<file path="src/rtl/sfid_pkg.sv">
package sfid_pkg;
    localparam int NIRQ      = 7;
    localparam int IRQ_ROR   = 0;
    localparam int IRQ_RT    = 1;
    localparam int IRQ_RXWM  = 2;
    localparam int IRQ_TXWM  = 3;
    localparam int IRQ_RXNE  = 4;
    localparam int IRQ_RXF   = 5;
    localparam int IRQ_TXE   = 6;
endpackage

</file>
<file path="src/rtl/sfid_level.sv">
module sfid_level #(
    parameter int DEPTH = 16,
    localparam int LW = $clog2(DEPTH + 1)
) (
    input  logic          clk,
    input  logic          rst_n,
    input  logic          wipe,
    input  logic          flush,
    input  logic          push,
    input  logic          pop,
    output logic [LW-1:0] level,
    output logic          full,
    output logic          empty,
    output logic          ovfl,
    output logic          undr
);
    localparam logic [LW-1:0] FULL_L = LW'(DEPTH);

    typedef struct packed {
        logic [LW-1:0] lvl;
        logic          ovfl;
        logic          undr;
    } lvl_st_t;

    lvl_st_t st_d, st_q;
    logic    push_ok, pop_ok;

    assign full  = (st_q.lvl == FULL_L);
    assign empty = (st_q.lvl == '0);

    always_comb begin
        push_ok = push && !full;
        pop_ok  = pop && !empty;
        st_d    = st_q;
        if (push && !push_ok) st_d.ovfl = 1'b1;
        if (pop && !pop_ok)   st_d.undr = 1'b1;
        if (push_ok && !pop_ok)      st_d.lvl = st_q.lvl + LW'(1);
        else if (pop_ok && !push_ok) st_d.lvl = st_q.lvl - LW'(1);
        if (flush) st_d.lvl = '0;
        if (wipe)  st_d = '0;
    end

    always_ff @(posedge clk or negedge rst_n) begin
        if (!rst_n) st_q <= '0;
        else        st_q <= st_d;
    end

    assign level = st_q.lvl;
    assign ovfl  = st_q.ovfl;
    assign undr  = st_q.undr;

    // level never exceeds depth
    p_level_bound_r1: assert property (@(posedge clk) disable iff (!rst_n)
        st_q.lvl <= FULL_L);
    // push into a full queue is dropped and flagged
    p_push_full_r3: assert property (@(posedge clk) disable iff (!rst_n)
        push && full && !pop && !flush && !wipe |=> ovfl && $stable(level));
    // pop from an empty queue is flagged
    p_pop_empty_r3: assert property (@(posedge clk) disable iff (!rst_n)
        pop && empty && !wipe |=> undr);
    // sticky flags hold until wipe
    p_ovfl_sticky_r3: assert property (@(posedge clk) disable iff (!rst_n)
        ovfl && !wipe |=> ovfl);
endmodule

</file>
<file path="src/rtl/sfid_timeout.sv">
module sfid_timeout #(
    parameter int PERIODS = 32
) (
    input  logic clk,
    input  logic rst_n,
    input  logic restart,
    input  logic armed,
    input  logic pop,
    input  logic tick,
    output logic expire
);
    localparam int CW = $clog2(PERIODS + 1);
    localparam logic [CW-1:0] LAST = CW'(PERIODS - 1);
    localparam logic [CW-1:0] SAT  = CW'(PERIODS);

    typedef struct packed {
        logic [CW-1:0] cnt;
    } to_st_t;

    to_st_t st_d, st_q;

    always_comb begin
        expire = tick && armed && !pop && !restart && (st_q.cnt == LAST);
        st_d   = st_q;
        if (restart || pop || !armed)
            st_d.cnt = '0;
        else if (tick && st_q.cnt != SAT)
            st_d.cnt = st_q.cnt + CW'(1);
    end

    always_ff @(posedge clk or negedge rst_n) begin
        if (!rst_n) st_q <= '0;
        else        st_q <= st_d;
    end

    // timeout fires once per expiry, never on consecutive cycles
    p_expire_pulse_r6: assert property (@(posedge clk) disable iff (!rst_n)
        expire |=> !expire);
endmodule

</file>
<file path="src/rtl/spi_fifo_irqdma.sv">
module spi_fifo_irqdma
    import sfid_pkg::*;
#(
    parameter int DEPTH   = 16,
    parameter int WM_W    = 4,
    parameter int BURST   = 4,
    parameter int TO_SCK  = 32,
    localparam int LW = $clog2(DEPTH + 1)
) (
    input  logic            clk,
    input  logic            rst_n,
    input  logic            mod_en,
    input  logic            soft_rst,
    input  logic            tx_push,
    input  logic            tx_pop,
    input  logic            rx_push,
    input  logic            rx_pop,
    input  logic            sck_tick,
    input  logic [WM_W-1:0] tx_wm,
    input  logic [WM_W-1:0] rx_wm,
    input  logic            mask_wr,
    input  logic [NIRQ-1:0] mask_wdata,
    input  logic            clr_wr,
    input  logic [NIRQ-1:0] clr_wdata,
    input  logic            tx_dma_en,
    input  logic            rx_dma_en,
    output logic [LW-1:0]   tx_level,
    output logic [LW-1:0]   rx_level,
    output logic            tx_empty,
    output logic            tx_not_full,
    output logic            rx_not_empty,
    output logic            rx_full,
    output logic            tx_ovfl,
    output logic            tx_undr,
    output logic            rx_ovfl,
    output logic            rx_undr,
    output logic            rx_flush,
    output logic [NIRQ-1:0] raw_irq,
    output logic [NIRQ-1:0] masked_irq,
    output logic            irq,
    output logic            rx_dma_single,
    output logic            rx_dma_burst,
    output logic            tx_dma_single,
    output logic            tx_dma_burst
);
    localparam logic [LW-1:0] BURST_L  = LW'(BURST);
    localparam logic [LW-1:0] TX_BMAX  = LW'(DEPTH - BURST);

    typedef struct packed {
        logic            ror;
        logic            rt;
        logic [NIRQ-1:0] mask;
    } irq_st_t;

    irq_st_t         st_d, st_q;
    logic [NIRQ-1:0] clr_vec;
    logic            tx_full, rx_empty, to_expire, to_restart;

    always_comb begin
        clr_vec = (clr_wr ? clr_wdata : '0) | (mask_wr ? mask_wdata : '0);
    end

    assign rx_flush   = soft_rst || clr_vec[IRQ_ROR];
    assign to_restart = rx_flush || clr_vec[IRQ_RT];

    sfid_level #(.DEPTH(DEPTH)) u_tx_level (
        .clk(clk), .rst_n(rst_n), .wipe(soft_rst), .flush(soft_rst),
        .push(tx_push), .pop(tx_pop), .level(tx_level),
        .full(tx_full), .empty(tx_empty), .ovfl(tx_ovfl), .undr(tx_undr)
    );

    sfid_level #(.DEPTH(DEPTH)) u_rx_level (
        .clk(clk), .rst_n(rst_n), .wipe(soft_rst), .flush(rx_flush),
        .push(rx_push), .pop(rx_pop), .level(rx_level),
        .full(rx_full), .empty(rx_empty), .ovfl(rx_ovfl), .undr(rx_undr)
    );

    sfid_timeout #(.PERIODS(TO_SCK)) u_rx_timeout (
        .clk(clk), .rst_n(rst_n), .restart(to_restart), .armed(!rx_empty),
        .pop(rx_pop), .tick(sck_tick), .expire(to_expire)
    );

    assign tx_not_full  = !tx_full;
    assign rx_not_empty = !rx_empty;

    always_comb begin
        st_d = st_q;
        if (mask_wr) st_d.mask = mask_wdata;
        if (rx_push && rx_full) st_d.ror = 1'b1;
        if (to_expire)          st_d.rt  = 1'b1;
        if (clr_vec[IRQ_ROR] || soft_rst) st_d.ror = 1'b0;
        if (clr_vec[IRQ_RT]  || soft_rst) st_d.rt  = 1'b0;
    end

    always_ff @(posedge clk or negedge rst_n) begin
        if (!rst_n) st_q <= '0;
        else        st_q <= st_d;
    end

    always_comb begin
        raw_irq           = '0;
        raw_irq[IRQ_ROR]  = st_q.ror;
        raw_irq[IRQ_RT]   = st_q.rt;
        raw_irq[IRQ_RXWM] = rx_level > {{(LW-WM_W){1'b0}}, rx_wm};
        raw_irq[IRQ_TXWM] = tx_level < {{(LW-WM_W){1'b0}}, tx_wm};
        raw_irq[IRQ_RXNE] = !rx_empty;
        raw_irq[IRQ_RXF]  = rx_full;
        raw_irq[IRQ_TXE]  = tx_empty;
        masked_irq        = raw_irq & st_q.mask;
        irq               = |masked_irq;
    end

    always_comb begin
        rx_dma_single = mod_en && rx_dma_en && !rx_empty;
        rx_dma_burst  = mod_en && rx_dma_en && (rx_level >= BURST_L);
        tx_dma_single = mod_en && tx_dma_en && !tx_full;
        tx_dma_burst  = mod_en && tx_dma_en && (tx_level <= TX_BMAX);
    end

    // push into full receive queue raises overrun
    p_ror_set_r5: assert property (@(posedge clk) disable iff (!rst_n)
        rx_push && rx_full && !rx_flush |=> raw_irq[IRQ_ROR]);
    // overrun holds until cleared
    p_ror_hold_r5: assert property (@(posedge clk) disable iff (!rst_n)
        raw_irq[IRQ_ROR] && !rx_flush |=> raw_irq[IRQ_ROR]);
    // clearing overrun empties the receive queue
    p_ror_clear_r7: assert property (@(posedge clk) disable iff (!rst_n)
        clr_vec[IRQ_ROR] |=> rx_level == '0 && !raw_irq[IRQ_ROR]);
    // a mask write is stored
    p_mask_store_r8: assert property (@(posedge clk) disable iff (!rst_n)
        mask_wr |=> st_q.mask == $past(mask_wdata));
    // soft reset empties and clears in one cycle
    p_soft_rst_r13: assert property (@(posedge clk) disable iff (!rst_n)
        soft_rst |=> tx_level == '0 && rx_level == '0 && raw_irq[1:0] == 2'b00
                     && !tx_ovfl && !rx_ovfl && !tx_undr && !rx_undr);
endmodule

</file>
<file path="config.mk">
export PLATFORM = sky130hd
export DESIGN_NAME = spi_fifo_irqdma
export DESIGN_NICKNAME = d
export VERILOG_FILES = /design/src/rtl/sfid_pkg.sv /design/src/rtl/sfid_level.sv /design/src/rtl/sfid_timeout.sv /design/src/rtl/spi_fifo_irqdma.sv
export SDC_FILE = /design/constraint.sdc
export NUM_CORES = 1
export LEC_CHECK = 0
export ABC_AREA = 0
export BUFFER_PORTS_ARGS = -buffer_cell sky130_fd_sc_hd__buf_2
export CORE_ASPECT_RATIO = 0.9
export CORE_UTILIZATION = 25
export CTS_BUF_LIST = sky130_fd_sc_hd__clkbuf_2
export DETAILED_ROUTE_END_ITERATION = 7
export GPL_TIMING_DRIVEN = 0
export HOLD_SLACK_MARGIN = 0.03
export SETUP_SLACK_MARGIN = 0.05
export SYNTH_ARGS = -nofsm -noshare
export SYNTH_HDL_FRONTEND = slang
export SYNTH_SLANG_ARGS = --single-unit
</file>
<file path="constraint.sdc">
create_clock -name clk -period 2.5 [get_ports clk]
set_input_delay 0.375 -clock clk [delete_from_list [all_inputs] [get_ports clk]]
set_output_delay 0.375 -clock clk [all_outputs]
set_load 0.005 [all_outputs]
</file>
==> impl_metrics.env <==
export IMPL_yosys_warnings=0
export IMPL_crit_path_frequent_cell="ha_4"
export IMPL_leakage_nw=1.41
export IMPL_finalSetupViolCount=0
export IMPL_final_cells=401
export IMPL_htreeDepth=2
export IMPL_nets=359
export IMPL_design_area_um2=2880
export IMPL_final_util_pct=37.5
export IMPL_ys_async_sr_fraction_pct=100
export IMPL_max_slew_margin_rel_pct=46.8
export IMPL_status="completed"
export IMPL_overflow=0
export IMPL_gp_congestion=0.835
export IMPL_wl_per_cell_um=14.1
export IMPL_syn_area_per_cell_um2=9.59
export IMPL_slowest_stage="dfrtp_2"
export IMPL_fmax_ghz=0.401
export IMPL_switching_share_pct=42.9
export IMPL_die_height_um=86.9
export IMPL_drc=0
export IMPL_synthAdderAreaFrac_pct=12.6
export IMPL_n_antenna_cell=0
export IMPL_drt_first_pass_iters=4
export IMPL_cts_sinks=29
export IMPL_n_fill_cell=788
export IMPL_finClkSkew_ps=34.9
export IMPL_worstSkewPairLatency_ps=380
export IMPL_critPathMaxStageDelay_ps=490
export IMPL_synth_top_family_by_area="simple AND/OR/NAND/NOR gates"
export IMPL_die_w_um=96.4
export IMPL_synth_seq_cells=29
export IMPL_peakVddDrop_uv=283
export IMPL_port_buffers=66
export IMPL_synth_simple_area_share_pct=18.2
export IMPL_whs_ps=219
export IMPL_hp_class="input pin to register"
export IMPL_hold_viol=0
export IMPL_dp_hpwl_mm=4.15
export IMPL_hold_start="mask_wdata[2]"
export IMPL_syn_instance_count=209
export IMPL_clockPowerShare_pct=7.5
export IMPL_synth_edf_count=0
export IMPL_place_area_um2=2490
export IMPL_grt_first_pass_wirelength_mm=8.74
export IMPL_min_delay_worst_endpoint="st_q[2]$_DFFE_PN0P_"
export IMPL_p_switching_mw=1.36
export IMPL_cts_reportedPaths_clkPinSlew_ps=190
export IMPL_fin_ws_ps=8.12
export IMPL_dp_cells=371
export IMPL_startpoint="u_rx_level.level[2]$_DFFE_PN0P_"
export IMPL_r2r_slack_ps=8
export IMPL_antenna_found_initial=0
export IMPL_drt_total_wl_mm=5.66
export IMPL_p_per_area_nw_per_um2=1100
export IMPL_antenna_left=0
export IMPL_area_growth_syn_to_layout_pct=43.4
export IMPL_synth_compound_area_share_pct=15.4
export IMPL_drt_iter0_drc=66
export IMPL_startpoint_type="register"
export IMPL_synth_main_ff_cell="dfrtp_1"
export IMPL_dieArea_um2=8380
export IMPL_clockBufferDepth=2
export IMPL_core_um2=7660
export IMPL_sequentialPowerShare_pct=24.0
export IMPL_rr_worst_depth=10
export IMPL_fin_crit_sh_pct=99.7
export IMPL_ys_types=48
export IMPL_grt_util_all_layers_pct=13.7
export IMPL_r2r_start="u_rx_level.level[2]$_DFFE_PN0P_"
export IMPL_viasPerCell=4.78
export IMPL_syn_nets=263
export IMPL_crit_arrival_ps=2790
export IMPL_num_rows=30
export IMPL_p_int_mw=1.80
export IMPL_cap_violations=0
export IMPL_r2r_end="u_rx_level.level[4]$_DFFE_PN0P_"
export IMPL_ctsRootBufferMaster="clkbuf_2"
export IMPL_crit_path_end_kind="register"
export IMPL_post_place_ws_ps=-201
export IMPL_synthMuxAreaShare_pct=7.68
export IMPL_ioPinCount=73
export IMPL_combPwrFrac_pct=68.5
export IMPL_vias=1915
export IMPL_hold_depth=2
export IMPL_cts_buffers=5
export IMPL_ys_seq_area_share_pct=36.2
export IMPL_synthXorXnorAreaFrac_pct=3.06
export IMPL_worst_slew_pin_slew_ps=786
export IMPL_rsz0062_at_grt="yes"
export IMPL_synth_area_um2=2000
export IMPL_cts_tree="done"
export IMPL_critPathKind="register to register"
export IMPL_grt_max_degree=30
export IMPL_worstPathRequired_ps=2790
export IMPL_start_util_pct=26.2
export IMPL_maxSlewViolCount=0
export IMPL_drive_gt1_share_pct=49.2
export IMPL_layout_min_cycle_time_ps=2490
export IMPL_crit_path_cell_trace="nor4_4, and2_4, nor2b_2, ha_4, inv_4, ha_4, a21oi_4, a211oi_2, a31oi_1, mux2_2"
export IMPL_grt_pass1_vias=1811
export IMPL_path_max_fanout=5
-- per-layer routing --
layer | wire length, µm | vias to the layer above | track usage [%]
met4 | 63 | 0 | 4.01
met3 | 312 | 6 | 3.58
li1 | - | 946 | -
met5 | 0 | - | 0
met1 | 2710 | 909 | 18.0
met2 | 2580 | 54 | 22.2
-- cell usage after synthesis (2+ instances only) --
master / count / area share, %
a211oi_1: 4 / 1.5
a21oi_1: 13 / 3.2
a221o_1: 2 / 1.0
a31oi_1: 5 / 1.6
and2_1: 6 / 1.9
and3_1: 6 / 1.9
buf_4: 5 / 1.9
buf_6: 2 / 1.1
clkbuf_1: 3 / 0.56
dfrtp_1: 29 / 36
fa_1: 2 / 2.0
ha_1: 17 / 11
inv_1: 18 / 3.4
mux2_2: 10 / 5.6
mux2i_1: 3 / 1.5
nand2_1: 9 / 1.7
nand3_1: 5 / 1.2
nand4_1: 5 / 1.6
nor2_1: 22 / 4.1
nor2b_1: 2 / 0.62
nor3_1: 4 / 1.0
nor4_2: 2 / 1.2
o211ai_1: 2 / 0.75
o21ai_0: 4 / 1.0
xnor2_1: 3 / 1.3
xor2_1: 4 / 1.7
-- logic make-up after synthesis --
kind of cell | Yosys count
buf+inv | 28
xor+xnor | 7
flops | 29
compound gates | 44
fa+ha+maj | 19
mux | 14
simple gates | 68
-- worst max-delay path by stage --
stage	end	cells past startpoint
2_1_floorplan	u_rx_level.level[4]$_DFFE_PN0P_	10
3_3_place_gp	u_rx_level.level[4]$_DFFE_PN0P_	10
3_5_place_dp	u_rx_level.level[4]$_DFFE_PN0P_	10
4_1_cts	u_rx_level.level[4]$_DFFE_PN0P_	10
5_1_grt	u_rx_level.level[4]$_DFFE_PN0P_	10
6_report	u_rx_level.level[4]$_DFFE_PN0P_	10
-- power groups by stage --
stage / combinational (mW) / clock (mW) / sequential (mW)
6_report: 2.17 / 0.238 / 0.757
5_1_grt: 2.39 / 0.265 / 0.775
4_1_cts: 1.85 / 0.253 / 0.741
3_5_place_dp: 1.57 / 0 / 0.775
3_3_place_gp: 1.53 / 0 / 0.769
2_1_floorplan: 1.07 / 0 / 0.733
-- area by class of cell --
class                      instances  area (µm²)  area share [%]
buffer                             9        68.8            2.39
clock buffer                       6        30.0            1.04
clock inverter                     1        5.00           0.174
inverter                          18        70.1            2.44
multi-input combinational        152        1330            46.3
sequential                        29         734            25.5
tap                               96         120            4.18
timing repair buffer              90         517            18.0
-- state kept, by name, indices dropped and copies added (netlist names) --
register	count
st_q	7
raw_irq	2
u_tx_level.ovfl	1
u_tx_level.undr	1
u_rx_level.level	5
u_rx_level.ovfl	1
u_rx_timeout.st_q	6
u_tx_level.level	5
u_rx_level.undr	1
-- critical path, delay by kind of cell, from the launching register on --
kind            cells  cell delay, ps
flops               1             490
simple gates        3             690
buf+inv             1              90
fa+ha+maj           2             390
mux                 1             350
compound gates      3             390
-- layout by cell type, fill, tap and decap left out, types with 2 or more instances in the layout --
master     n
nand3_2    4
and2_1     5
buf_6      3
nand4_1    5
o21ai_1    2
ha_4       4
mux2i_1    3
xnor2_1    3
a221o_1    2
ha_1      13
nor2_1    21
dfrtp_2    7
buf_2     66
xor2_1     4
buf_4     27
o21ai_0    3
a31oi_1    5
nor3_1     4
mux2_2    10
nand2_1    7
clkbuf_2   7
dfrtp_1   22
o211ai_1   2
a21oi_1   11
nor4_4     2
a211oi_1   2
and3_1     5
inv_1     17
a21oi_4    2
nand2_2    2
a211oi_2   2
-- per-stage QoR --
step	power (mW)	TNS [ps]
finish	3.16	0
global route	3.43	-87.1
CTS	2.85	0
detailed placement	2.34	-314
global placement	2.30	-204
floorplan	1.80	0
-- timing repair --
action	in CTS	in global routing
hold buffers	1	0
pin swaps	6	8
setup buffers	14	9
endpoints found under the hold margin	8	0
endpoints found under the setup margin	5	4
resized for setup	9	25
No activity file was read; power rests on OpenSTA's default activity.
